[config.mk]
export PLATFORM = sky130hd
export DESIGN_NAME = spi_hold_frontend
export DESIGN_NICKNAME = d
export VERILOG_FILES = /design/src/rtl/spi_hold_pkg.sv /design/src/rtl/pin_sync.sv /design/src/rtl/hold_ctrl.sv /design/src/rtl/shift_core.sv /design/src/rtl/spi_hold_frontend.sv
export SDC_FILE = /design/constraint.sdc
export NUM_CORES = 1
export LEC_CHECK = 0
export BUFFER_PORTS_ARGS = -buffer_cell sky130_fd_sc_hd__buf_2
export CAP_MARGIN = 0
export CORE_ASPECT_RATIO = 1.2
export CORE_UTILIZATION = 47
export CTS_CLUSTER_DIAMETER = 50
export CTS_CLUSTER_SIZE = 14
export DETAILED_ROUTE_END_ITERATION = 10
export PLACE_DENSITY_LB_ADDON = 0.08
export SYNTH_ARGS = -nofsm -noshare
export SYNTH_HDL_FRONTEND = slang
export SYNTH_SLANG_ARGS = --single-unit
[constraint.sdc]
create_clock -name clk -period 1.3 [get_ports clk]
set_input_delay 0.13 -clock clk [delete_from_list [all_inputs] [get_ports clk]]
set_output_delay 0.13 -clock clk [all_outputs]
set_load 0.005 [all_outputs]
[src/rtl/spi_hold_pkg.sv]
package spi_hold_pkg;
  localparam int DEF_DATA_W      = 8;
  localparam int DEF_SYNC_STAGES = 2;

  typedef enum logic [1:0] {
    LINK_IDLE   = 2'd0,
    LINK_RUN    = 2'd1,
    LINK_PAUSED = 2'd2,
    LINK_LOCKED = 2'd3
  } link_state_e;
endpackage

[src/rtl/pin_sync.sv]
module pin_sync #(
  parameter int          STAGES  = 2,
  parameter logic        RST_VAL = 1'b0
) (
  input  logic clk,
  input  logic rst_n,
  input  logic pin,
  output logic q
);
  logic [STAGES-1:0] chain;

  genvar g;
  generate
    for (g = 0; g < STAGES; g++) begin : g_stage
      if (g == 0) begin : g_first
        always_ff @(posedge clk or negedge rst_n) begin
          if (!rst_n) chain[g] <= RST_VAL;
          else        chain[g] <= pin;
        end
      end else begin : g_next
        always_ff @(posedge clk or negedge rst_n) begin
          if (!rst_n) chain[g] <= RST_VAL;
          else        chain[g] <= chain[g-1];
        end
      end
    end
  endgenerate

  assign q = chain[STAGES-1];
endmodule

[src/rtl/hold_ctrl.sv]
module hold_ctrl
  import spi_hold_pkg::*;
(
  input  logic        clk,
  input  logic        rst_n,
  input  logic        cs_s,
  input  logic        cs_rise,
  input  logic        sclk_s,
  input  logic        hold_n_s,
  output logic        hold_active,
  output logic        lockout,
  output link_state_e link_state
);
  always_ff @(posedge clk or negedge rst_n) begin
    if (!rst_n) begin
      lockout <= 1'b0;
    end else if (cs_s && hold_n_s) begin
      lockout <= 1'b0;
    end else if (cs_rise && hold_active) begin
      lockout <= 1'b1;
    end
  end

  always_ff @(posedge clk or negedge rst_n) begin
    if (!rst_n) begin
      hold_active <= 1'b0;
    end else if (cs_s || lockout) begin
      hold_active <= 1'b0;
    end else if (!sclk_s) begin
      hold_active <= !hold_n_s;
    end
  end

  always_comb begin
    if (lockout)          link_state = LINK_LOCKED;
    else if (cs_s)        link_state = LINK_IDLE;
    else if (hold_active) link_state = LINK_PAUSED;
    else                  link_state = LINK_RUN;
  end


  hold_needs_select_chk: assert property (@(posedge clk) disable iff (!rst_n)
    (hold_active && !$past(hold_active)) |-> (!$past(cs_s) && !$past(lockout)));


  hold_change_clk_low_chk: assert property (@(posedge clk) disable iff (!rst_n)
    ((hold_active != $past(hold_active)) && !$past(cs_s) && !$past(lockout))
      |-> !$past(sclk_s));


  locked_no_hold_chk: assert property (@(posedge clk) disable iff (!rst_n)
    $past(lockout) |-> !hold_active);
endmodule

[src/rtl/shift_core.sv]
module shift_core #(
  parameter int          DATA_W = 8,
  parameter logic [DATA_W-1:0] FILL = '1
) (
  input  logic              clk,
  input  logic              rst_n,
  input  logic              clr,
  input  logic              start,
  input  logic              rise_en,
  input  logic              fall_en,
  input  logic              frozen,
  input  logic              mosi_s,
  input  logic              tx_valid,
  input  logic [DATA_W-1:0] tx_data,
  output logic              tx_ready,
  output logic              sdo,
  output logic              rx_valid,
  output logic [DATA_W-1:0] rx_data
);
  localparam int CNT_W = (DATA_W > 1) ? $clog2(DATA_W) : 1;
  localparam logic [CNT_W-1:0] LAST = CNT_W'(DATA_W - 1);

  logic [CNT_W-1:0]  bit_cnt;
  logic [DATA_W-1:0] in_sr;
  logic [DATA_W-1:0] out_sr;
  logic [DATA_W-1:0] load_val;
  logic [DATA_W-1:0] in_next;
  logic              boundary_fall;

  assign load_val      = tx_valid ? tx_data : FILL;
  assign in_next       = {in_sr[DATA_W-2:0], mosi_s};
  assign boundary_fall = fall_en && (bit_cnt == '0);
  assign tx_ready      = start || boundary_fall;
  assign sdo           = out_sr[DATA_W-1];

  always_ff @(posedge clk or negedge rst_n) begin
    if (!rst_n) begin
      bit_cnt  <= '0;
      in_sr    <= '0;
      out_sr   <= FILL;
      rx_valid <= 1'b0;
      rx_data  <= '0;
    end else if (clr) begin
      bit_cnt  <= '0;
      in_sr    <= '0;
      out_sr   <= FILL;
      rx_valid <= 1'b0;
    end else begin
      rx_valid <= 1'b0;
      if (start) begin
        bit_cnt <= '0;
        in_sr   <= '0;
        out_sr  <= load_val;
      end
      if (rise_en) begin
        in_sr   <= in_next;
        bit_cnt <= (bit_cnt == LAST) ? '0 : bit_cnt + 1'b1;
        if (bit_cnt == LAST) begin
          rx_valid <= 1'b1;
          rx_data  <= in_next;
        end
      end
      if (fall_en) begin
        if (bit_cnt == '0) out_sr <= load_val;
        else               out_sr <= {out_sr[DATA_W-2:0], 1'b1};
      end
    end
  end


  frozen_keeps_state_chk: assert property (@(posedge clk) disable iff (!rst_n)
    (frozen && !clr) |=> ($stable(bit_cnt) && $stable(in_sr) && $stable(out_sr)));


  rx_after_last_bit_chk: assert property (@(posedge clk) disable iff (!rst_n)
    rx_valid |-> ($past(bit_cnt) == LAST && $past(rise_en)));
endmodule

[src/rtl/spi_hold_frontend.sv]
module spi_hold_frontend
  import spi_hold_pkg::*;
#(
  parameter int DATA_W      = DEF_DATA_W,
  parameter int SYNC_STAGES = DEF_SYNC_STAGES
) (
  input  logic              clk,
  input  logic              rst_n,
  input  logic              cs_n_pin,
  input  logic              sclk_pin,
  input  logic              mosi_pin,
  input  logic              hold_n_pin,
  input  logic              busy_in,
  input  logic              tx_valid,
  input  logic [DATA_W-1:0] tx_data,
  output logic              tx_ready,
  output logic              rx_valid,
  output logic [DATA_W-1:0] rx_data,
  output logic              sdo,
  output logic              sdo_oe,
  output logic              hold_active,
  output logic              logic_rst,
  output logic              busy_out
);
  logic cs_s, sclk_s, mosi_s, hold_n_s;
  logic cs_d, sclk_d;
  logic cs_rise, cs_fall, sclk_rise, sclk_fall;
  logic lockout, link_run;
  link_state_e link_state;

  pin_sync #(.STAGES(SYNC_STAGES), .RST_VAL(1'b1)) u_sync_cs (
    .clk(clk), .rst_n(rst_n), .pin(cs_n_pin), .q(cs_s));
  pin_sync #(.STAGES(SYNC_STAGES), .RST_VAL(1'b0)) u_sync_sclk (
    .clk(clk), .rst_n(rst_n), .pin(sclk_pin), .q(sclk_s));
  pin_sync #(.STAGES(SYNC_STAGES), .RST_VAL(1'b0)) u_sync_mosi (
    .clk(clk), .rst_n(rst_n), .pin(mosi_pin), .q(mosi_s));
  pin_sync #(.STAGES(SYNC_STAGES), .RST_VAL(1'b1)) u_sync_hold (
    .clk(clk), .rst_n(rst_n), .pin(hold_n_pin), .q(hold_n_s));

  always_ff @(posedge clk or negedge rst_n) begin
    if (!rst_n) begin
      cs_d   <= 1'b1;
      sclk_d <= 1'b0;
    end else begin
      cs_d   <= cs_s;
      sclk_d <= sclk_s;
    end
  end

  assign cs_rise   = cs_s && !cs_d;
  assign cs_fall   = !cs_s && cs_d;
  assign sclk_rise = sclk_s && !sclk_d;
  assign sclk_fall = !sclk_s && sclk_d;

  hold_ctrl u_hold (
    .clk        (clk),
    .rst_n      (rst_n),
    .cs_s       (cs_s),
    .cs_rise    (cs_rise),
    .sclk_s     (sclk_s),
    .hold_n_s   (hold_n_s),
    .hold_active(hold_active),
    .lockout    (lockout),
    .link_state (link_state)
  );

  assign link_run = (link_state == LINK_RUN);

  shift_core #(.DATA_W(DATA_W)) u_core (
    .clk     (clk),
    .rst_n   (rst_n),
    .clr     (cs_rise),
    .start   (cs_fall && !lockout),
    .rise_en (sclk_rise && link_run),
    .fall_en (sclk_fall && link_run),
    .frozen  (link_state == LINK_PAUSED),
    .mosi_s  (mosi_s),
    .tx_valid(tx_valid),
    .tx_data (tx_data),
    .tx_ready(tx_ready),
    .sdo     (sdo),
    .rx_valid(rx_valid),
    .rx_data (rx_data)
  );

  assign sdo_oe    = link_run;
  assign logic_rst = cs_rise;
  assign busy_out  = busy_in;


  oe_off_when_paused_chk: assert property (@(posedge clk) disable iff (!rst_n)
    hold_active |-> !sdo_oe);


  rst_pulse_single_chk: assert property (@(posedge clk) disable iff (!rst_n)
    logic_rst |=> !logic_rst);
endmodule

== Yosys cells after proc, flatten, opt, wreduce, memory -nomap -nowiden ==
Cells that the tools add are included.

* $add $sub $neg: 1
* Eq/ne operators: 3
* Mux-type cells: 22
* Bitwise operators: 1
* Reduce and logical (&&, ||, !) cells: 23

{| class="wikitable"
|+ Operators by type and width
! cell !! count
|-
| $mux W8 || 5
|-
| $mux W7 || 3
|-
| $mux W3 || 4
|-
| $logic_and A1 B1 Y1 || 10
|-
| $mux W1 || 7
|-
| $logic_not A1 Y1 || 6
|-
| $mux W2 || 3
|-
| $reduce_bool A3 Y1 || 2
|-
| $add A3 B1 Y3 const B || 1
|-
| $eq A3 B3 Y1 const B || 1
|-
| $logic_not A3 Y1 || 1
|-
| $reduce_and A3 Y1 || 1
|-
| $eq A2 B1 Y1 const B || 1
|-
| $logic_or A1 B1 Y1 || 2
|-
| $ne A2 B1 Y1 const B || 1
|-
| $reduce_bool A2 Y1 || 1
|-
| $not A1 Y1 || 1
|}

* Bits in registers: 39
* Bits of input ports: 16
* Output and inout bits: 15
* Logic and storage cells: 67

== Logic depth before layout (Yosys ltp) ==
* Depth after elaboration: 7
* Mapped depth: 7

== Modules after synthesis ==
From an unflattened synthesis, not the netlist that was laid out.

* Cells, all modules: 142
* Area, all modules: 1684.1 um^2

{| class="wikitable"
|+ By module, submodules not included
! module !! times used !! cells an instance !! area each (um^2) !! sequential area each (um^2)
|-
| shift_core || 1 || 115 || 1266.2 || 685.7
|-
| spi_hold_frontend || 1 || 9 || 111.4 || 51.3
|-
| pin_sync (u_sync_cs ...) || 2 || 2 || 52.6 || 52.6
|-
| hold_ctrl || 1 || 10 || 101.3 || 50.0
|-
| pin_sync (u_sync_mosi ...) || 2 || 2 || 50.0 || 50.0
|}

== Worst setup path after synthesis ==
Ideal clock, no wire load.

* Kind: register -> register
* Start point: reg u_core.bit_cnt[0]
* End point: reg u_core.rx_data[0]
* Setup time: 125 ps
* Arrival time: 1261 ps
* Setup slack: -86 ps
* Cell stages (with the launch flop): 5
* Period minus slack after synthesis: 1386 ps
* Cell sequence: dfrtp_1 ha_1 ha_1 nand3_2 mux2_2

* Longest elaborated chain between the ends: 2

{| class="wikitable"
|+ RTL lines
! item !! line !! text
|-
| start: declaration || shift_core.sv:23 || <nowiki>logic [CNT_W-1:0] bit_cnt;</nowiki>
|-
| start signal: assignment || shift_core.sv:57 || <nowiki>bit_cnt <= (bit_cnt == LAST) ? '0 : bit_cnt + 1'b1;</nowiki>
|-
| $eq A3 B3 Y1 || shift_core.sv:58 || <nowiki>if (bit_cnt == LAST) begin</nowiki>
|-
| $reduce_and A3 Y1 (no source line) || -- ||
|-
| end signal: assignment || shift_core.sv:60 || <nowiki>rx_data <= in_next;</nowiki>
|-
| end: declaration || shift_core.sv:18 || <nowiki>output logic [DATA_W-1:0] rx_data</nowiki>
|}

No other way between the ends.
A chain may end at the register's enable or synchronous reset.

== Worst setup path in the final report ==
* Start point: reg u_hold.hold_active
* End point: reg u_core.rx_data[0]

* Longest elaborated chain between the ends: 6

{| class="wikitable"
|+ RTL lines
! item !! line !! text
|-
| start: declaration || hold_ctrl.sv:10 || <nowiki>output logic hold_active,</nowiki>
|-
| start signal: assignment || hold_ctrl.sv:30 || <nowiki>hold_active <= !hold_n_s;</nowiki>
|-
| $mux W2 || hold_ctrl.sv:37 || <nowiki>else if (hold_active) link_state = LINK_PAUSED;</nowiki>
|-
| $mux W2 || hold_ctrl.sv:36 || <nowiki>else if (cs_s) link_state = LINK_IDLE;</nowiki>
|-
| $mux W2 || hold_ctrl.sv:35 || <nowiki>if (lockout) link_state = LINK_LOCKED;</nowiki>
|-
| $eq A2 B1 Y1 || spi_hold_frontend.sv:67 || <nowiki>assign link_run = (link_state == LINK_RUN);</nowiki>
|-
| $logic_and A1 B1 Y1 || spi_hold_frontend.sv:74 || <nowiki>.rise_en (sclk_rise && link_run),</nowiki>
|-
| $reduce_and A3 Y1 (no source line) || -- ||
|}

No other way between the ends.

==> metrics.txt <==
# TYPE chip_impl_metric gauge
chip_impl_metric{name="antenna_cells",unit=""} 0
chip_impl_metric{name="route.antenna.remaining_nets",unit=""} 0
chip_impl_info{name="status",value="finished with violations"} 1
chip_impl_metric{name="worst_slew_margin_rel",unit=""} 0.704
chip_impl_metric{name="final_hold_viol_count",unit=""} 0
chip_impl_metric{name="finalCriticalPeriod",unit="ns"} 1.55
chip_impl_metric{name="fin_area",unit="um^2"} 2310
chip_impl_metric{name="worst-r2r-setup-slack",unit="ns"} -0.25
chip_impl_metric{name="max_freq",unit="MHz"} 644
chip_impl_metric{name="drt_first_iter_violations",unit=""} 38
chip_impl_metric{name="cp_data_required_time",unit="ns"} 1.48
chip_impl_info{name="worstSetupPathType",value="reg -> reg"} 1
chip_impl_metric{name="synth.avg_cell_area",unit="um^2"} 13.3
chip_impl_metric{name="finish.utilization",unit=""} 0.697
chip_impl_metric{name="clock_insertion_delay_at_the_later_pin_of_the_skew_report",unit="ns"} 0.30
chip_impl_metric{name="timing.final.crit_share",unit=""} 1.19
chip_impl_metric{name="detailroute.via_count",unit=""} 1206
chip_impl_metric{name="globalRoute.totalOverflow",unit=""} 0
chip_impl_metric{name="final_routed_wirelength_across_all_metal_layers",unit="mm"} 3.37
chip_impl_info{name="path_cells",value="buf_4 > buf_6 > buf_6 > nor2_4 > nand3_4 > mux2_4"} 1
chip_impl_info{name="critPathSlowestCell",value="sky130_fd_sc_hd__dfrtp_2"} 1
chip_impl_metric{name="cts_made_buffers",unit=""} 5
chip_impl_metric{name="initial_core_util",unit=""} 0.492
chip_impl_metric{name="post_synth_num_cell_types",unit=""} 29
chip_impl_metric{name="skew",unit="ns"} 0.00632
chip_impl_metric{name="worst_ir_drop_vdd",unit="mV"} 1.06
chip_impl_metric{name="post_dp_cell_area",unit="um^2"} 1940
chip_impl_metric{name="route.detailed.drc",unit=""} 0
chip_impl_metric{name="rows",unit=""} 23
chip_impl_metric{name="routedWlPerCell",unit="um"} 15.2
chip_impl_metric{name="r2r_cells",unit=""} 6
chip_impl_metric{name="timing.critical_path.fanout_max",unit=""} 5
chip_impl_metric{name="grt_util_met1",unit=""} 0.237
chip_impl_metric{name="grt_antenna_before_repair",unit=""} 0
chip_impl_metric{name="fp.dieW",unit="um"} 55.7
chip_impl_info{name="biggest_area_consumer_among_synthesized_cells",value="sky130_fd_sc_hd__dfrtp_1"} 1
chip_impl_metric{name="routabilityCongestion",unit=""} 0.761
chip_impl_info{name="cts_tree",value="done"} 1
chip_impl_metric{name="core",unit="um^2"} 3310
chip_impl_metric{name="hold-path-cell-count",unit=""} 3
chip_impl_info{name="cts_root_buf",value="sky130_fd_sc_hd__clkbuf_8"} 1
chip_impl_metric{name="p_leak",unit="nW"} 1.11
chip_impl_info{name="crit_family",value="flip-flops"} 1
chip_impl_metric{name="final.setup.tns",unit="ns"} -5.71
chip_impl_metric{name="setup_viol",unit=""} 29
chip_impl_info{name="setup.worst_path.end_class",value="register"} 1
chip_impl_metric{name="drt-vias-per-instance",unit=""} 5.43
chip_impl_metric{name="worstPathBufferInverterCount",unit=""} 3
chip_impl_metric{name="die-height",unit="um"} 66.5
chip_impl_metric{name="gr-usage-met3",unit=""} 0.0602
chip_impl_metric{name="worst_slack",unit="ns"} -0.253
chip_impl_info{name="critical-path-top-cell-by-count",value="sky130_fd_sc_hd__buf_6"} 1
chip_impl_metric{name="critical-path-max-stage-delay",unit="ns"} 0.44
chip_impl_info{name="rsz0062_at_grt",value="yes"} 1
chip_impl_info{name="global_route.peak_usage_layer",value="met2"} 1
chip_impl_metric{name="synth.ff_latch_count",unit=""} 39
chip_impl_info{name="violations",value="negative setup slack"} 1
chip_impl_metric{name="yosysSeqAreaShare",unit=""} 0.610
chip_impl_metric{name="groute.usage.overall",unit=""} 0.191
chip_impl_info{name="min-delay-start",value="tx_data[0]"} 1
chip_impl_metric{name="dp.final_hpwl",unit="mm"} 1.98
chip_impl_metric{name="synthesis_to_layout_area_growth",unit="%"} 41.7
chip_impl_metric{name="endpoint_arrival_time_on_the_critical_path",unit="ns"} 1.73
chip_impl_info{name="min_delay_worst_endpoint",value="u_core.out_sr[0]$_DFFE_PN1P_"} 1
chip_impl_metric{name="global_route_wire_length_before_repair",unit="mm"} 5.11
chip_impl_info{name="rr_endpoint",value="u_core.rx_data[0]$_DFFE_PN0P_"} 1
chip_impl_metric{name="largest_net_degree_at_the_start_of_global_routing",unit=""} 40
chip_impl_info{name="worstReg2RegStart",value="u_hold.hold_active$_DFFE_PN0P_"} 1
chip_impl_info{name="hold_class",value="in -> reg"} 1
chip_impl_metric{name="grtUsageMet2",unit=""} 0.307
chip_impl_metric{name="cts.htree.levels",unit=""} 2
chip_impl_info{name="most_common_library_cell_in_the_layout_ignoring_fill_and_taps",value="sky130_fd_sc_hd__buf_2"} 1
chip_impl_metric{name="port-buffer-count",unit=""} 28
chip_impl_info{name="start_kind",value="register"} 1
chip_impl_metric{name="clk_path_buf_depth",unit=""} 2
chip_impl_metric{name="drive_above_1_share",unit=""} 0.568
chip_impl_metric{name="drv_slew",unit=""} 0
chip_impl_metric{name="synthesized_net_count",unit=""} 141
chip_impl_metric{name="io_pins",unit=""} 31
chip_impl_metric{name="yosysTopAreaCellShare",unit=""} 0.400
chip_impl_info{name="synth_area_leaders",value="sky130_fd_sc_hd__dfrtp_1 40%, sky130_fd_sc_hd__dfstp_2 21%, sky130_fd_sc_hd__mux2_2 5.5%, sky130_fd_sc_hd__a22o_1 5.4%, sky130_fd_sc_hd__and3b_1 3.2%"} 1
chip_impl_metric{name="cts_sinks",unit=""} 39
chip_impl_metric{name="grt_pass1_vias",unit=""} 1126
chip_impl_metric{name="yosysWarningCount",unit=""} 0
chip_impl_metric{name="cap_violations",unit=""} 0
chip_impl_metric{name="die_area",unit="um^2"} 3700
chip_impl_metric{name="max_slew.worst_pin.slew",unit="ns"} 0.442
chip_impl_metric{name="final_stage_net_count",unit=""} 203
chip_impl_metric{name="holdWs",unit="ns"} 0.128
chip_impl_metric{name="postSynthCellCount",unit=""} 122
chip_impl_metric{name="clkSlewWorstSetupHoldPaths",unit="ns"} 0.07
chip_impl_metric{name="firstDrtPassIters",unit=""} 4
chip_impl_metric{name="pwr_density_cell",unit="nW/um^2"} 1210
chip_impl_metric{name="design_power_total",unit="W"} 0.00280
chip_impl_metric{name="syn-cell-area",unit="um^2"} 1630
chip_impl_info{name="mostFrequentLayoutCells",value="27 x sky130_fd_sc_hd__buf_2, 24 x sky130_fd_sc_hd__dfrtp_1, 15 x sky130_fd_sc_hd__buf_4, 13 x sky130_fd_sc_hd__dfstp_2, 11 x sky130_fd_sc_hd__buf_6"} 1
[worst min-delay path, delay by kind of cell]
family | cells | cell delay, ns
buffers and inverters | 1 | 0.07
and+or+nand+nor | 1 | 0.03
AOI/OAI and AO/OA | 1 | 0.14
[logic make-up after synthesis]
logic type,Yosys count,share of synthesized area
AO/OA/AOI/OAI,32,0.146
adder cells (fa/ha/maj),3,0.0231
buffers and inverters,8,0.0277
flip-flops,39,0.610
multiplexers,8,0.0553
AND/OR/NAND/NOR,32,0.138
[routing by layer]
metal,wire length (um),vias up
met2,1650,25
met4,60,0
met5,0,-
met3,111,5
li1,-,572
met1,1540,604
[timing repair]
item / 4_1_cts / 5_1_grt
hold buffers: 5 / 0
setup endpoints to repair: 30 / 30
gates cloned: 1 / 1
resized for setup: 14 / 13
pin swaps: 6 / 5
hold endpoints to repair: 30 / 0
setup buffers: 6 / 3
[sequential cells by signal, summed over array words and instances, names as in the netlist, 3 cells and up]
register / cells
u_core.bit_cnt: 3
u_core.in_sr: 7
u_core.out_sr: 8
u_core.rx_data: 8
[synth_stat cells]
library cell               count
sky130_fd_sc_hd__a21oi_2       1
sky130_fd_sc_hd__nor3b_1       1
sky130_fd_sc_hd__nor3_1        1
sky130_fd_sc_hd__o21ai_0       8
sky130_fd_sc_hd__dfstp_2      13
sky130_fd_sc_hd__ha_1          3
sky130_fd_sc_hd__o21ai_2       1
sky130_fd_sc_hd__buf_4         1
sky130_fd_sc_hd__and3b_2       1
sky130_fd_sc_hd__mux2_2        8
sky130_fd_sc_hd__nor2_1       10
sky130_fd_sc_hd__o21bai_1      2
sky130_fd_sc_hd__dfrtp_1      26
sky130_fd_sc_hd__and3b_1       6
sky130_fd_sc_hd__inv_1         3
sky130_fd_sc_hd__a22o_1       10
sky130_fd_sc_hd__nand2_1       2
sky130_fd_sc_hd__nor3_4        1
sky130_fd_sc_hd__nor2b_1       3
sky130_fd_sc_hd__nand2b_1      2
sky130_fd_sc_hd__nor4bb_1      1
sky130_fd_sc_hd__o31ai_1       5
sky130_fd_sc_hd__nand3_2       2
sky130_fd_sc_hd__nor4_4        1
sky130_fd_sc_hd__a21oi_1       3
sky130_fd_sc_hd__o31ai_2       2
sky130_fd_sc_hd__nor2_2        1
sky130_fd_sc_hd__buf_2         3
sky130_fd_sc_hd__buf_6         1
[worst max path at each step]
stage	depth (start not counted)	end	slack, ns	start
2_1_floorplan	6	u_core.out_sr[3]$_DFFE_PN1P_	-0.06	u_hold.hold_active$_DFFE_PN0P_
3_3_place_gp	6	u_core.out_sr[7]$_DFFE_PN1P_	-0.13	u_core.bit_cnt[0]$_DFFE_PN0P_
6_report	6	u_core.rx_data[0]$_DFFE_PN0P_	-0.25	u_hold.hold_active$_DFFE_PN0P_
5_1_grt	6	u_core.out_sr[6]$_DFFE_PN1P_	-0.33	u_hold.hold_active$_DFFE_PN0P_
3_5_place_dp	6	u_core.out_sr[7]$_DFFE_PN1P_	-0.18	u_core.bit_cnt[0]$_DFFE_PN0P_
4_1_cts	5	u_core.out_sr[7]$_DFFE_PN1P_	-0.23	u_hold.hold_active$_DFFE_PN0P_
[power breakdown]
group          internal [W]  switching [W]  leakage [nW]  total (W)
combinational      0.000198       0.000183         0.562   0.000381
clock              0.000631       0.000423        0.0618    0.00105
sequential          0.00132      0.0000506         0.483    0.00137
total               0.00215       0.000657          1.11    0.00280
[per-stage QoR]
step                      setup slack (ns)  std cells
after floorplan                    -0.0555        122
after global placement              -0.128        198
after detailed placement            -0.175        198
after CTS                           -0.226        218
after global routing                -0.326        222
final                               -0.253        222
[layout make-up]
cell class                 instances  area, um^2
fill                             249        1000
timing repair buffer              59         442
sequential                        39         995
clock buffer                       6        82.6
tap                               37        46.3
clock inverter                     2        38.8
multi-input combinational         76         692
inverter                           3        11.3
Power figures use the tool's default switching activity.
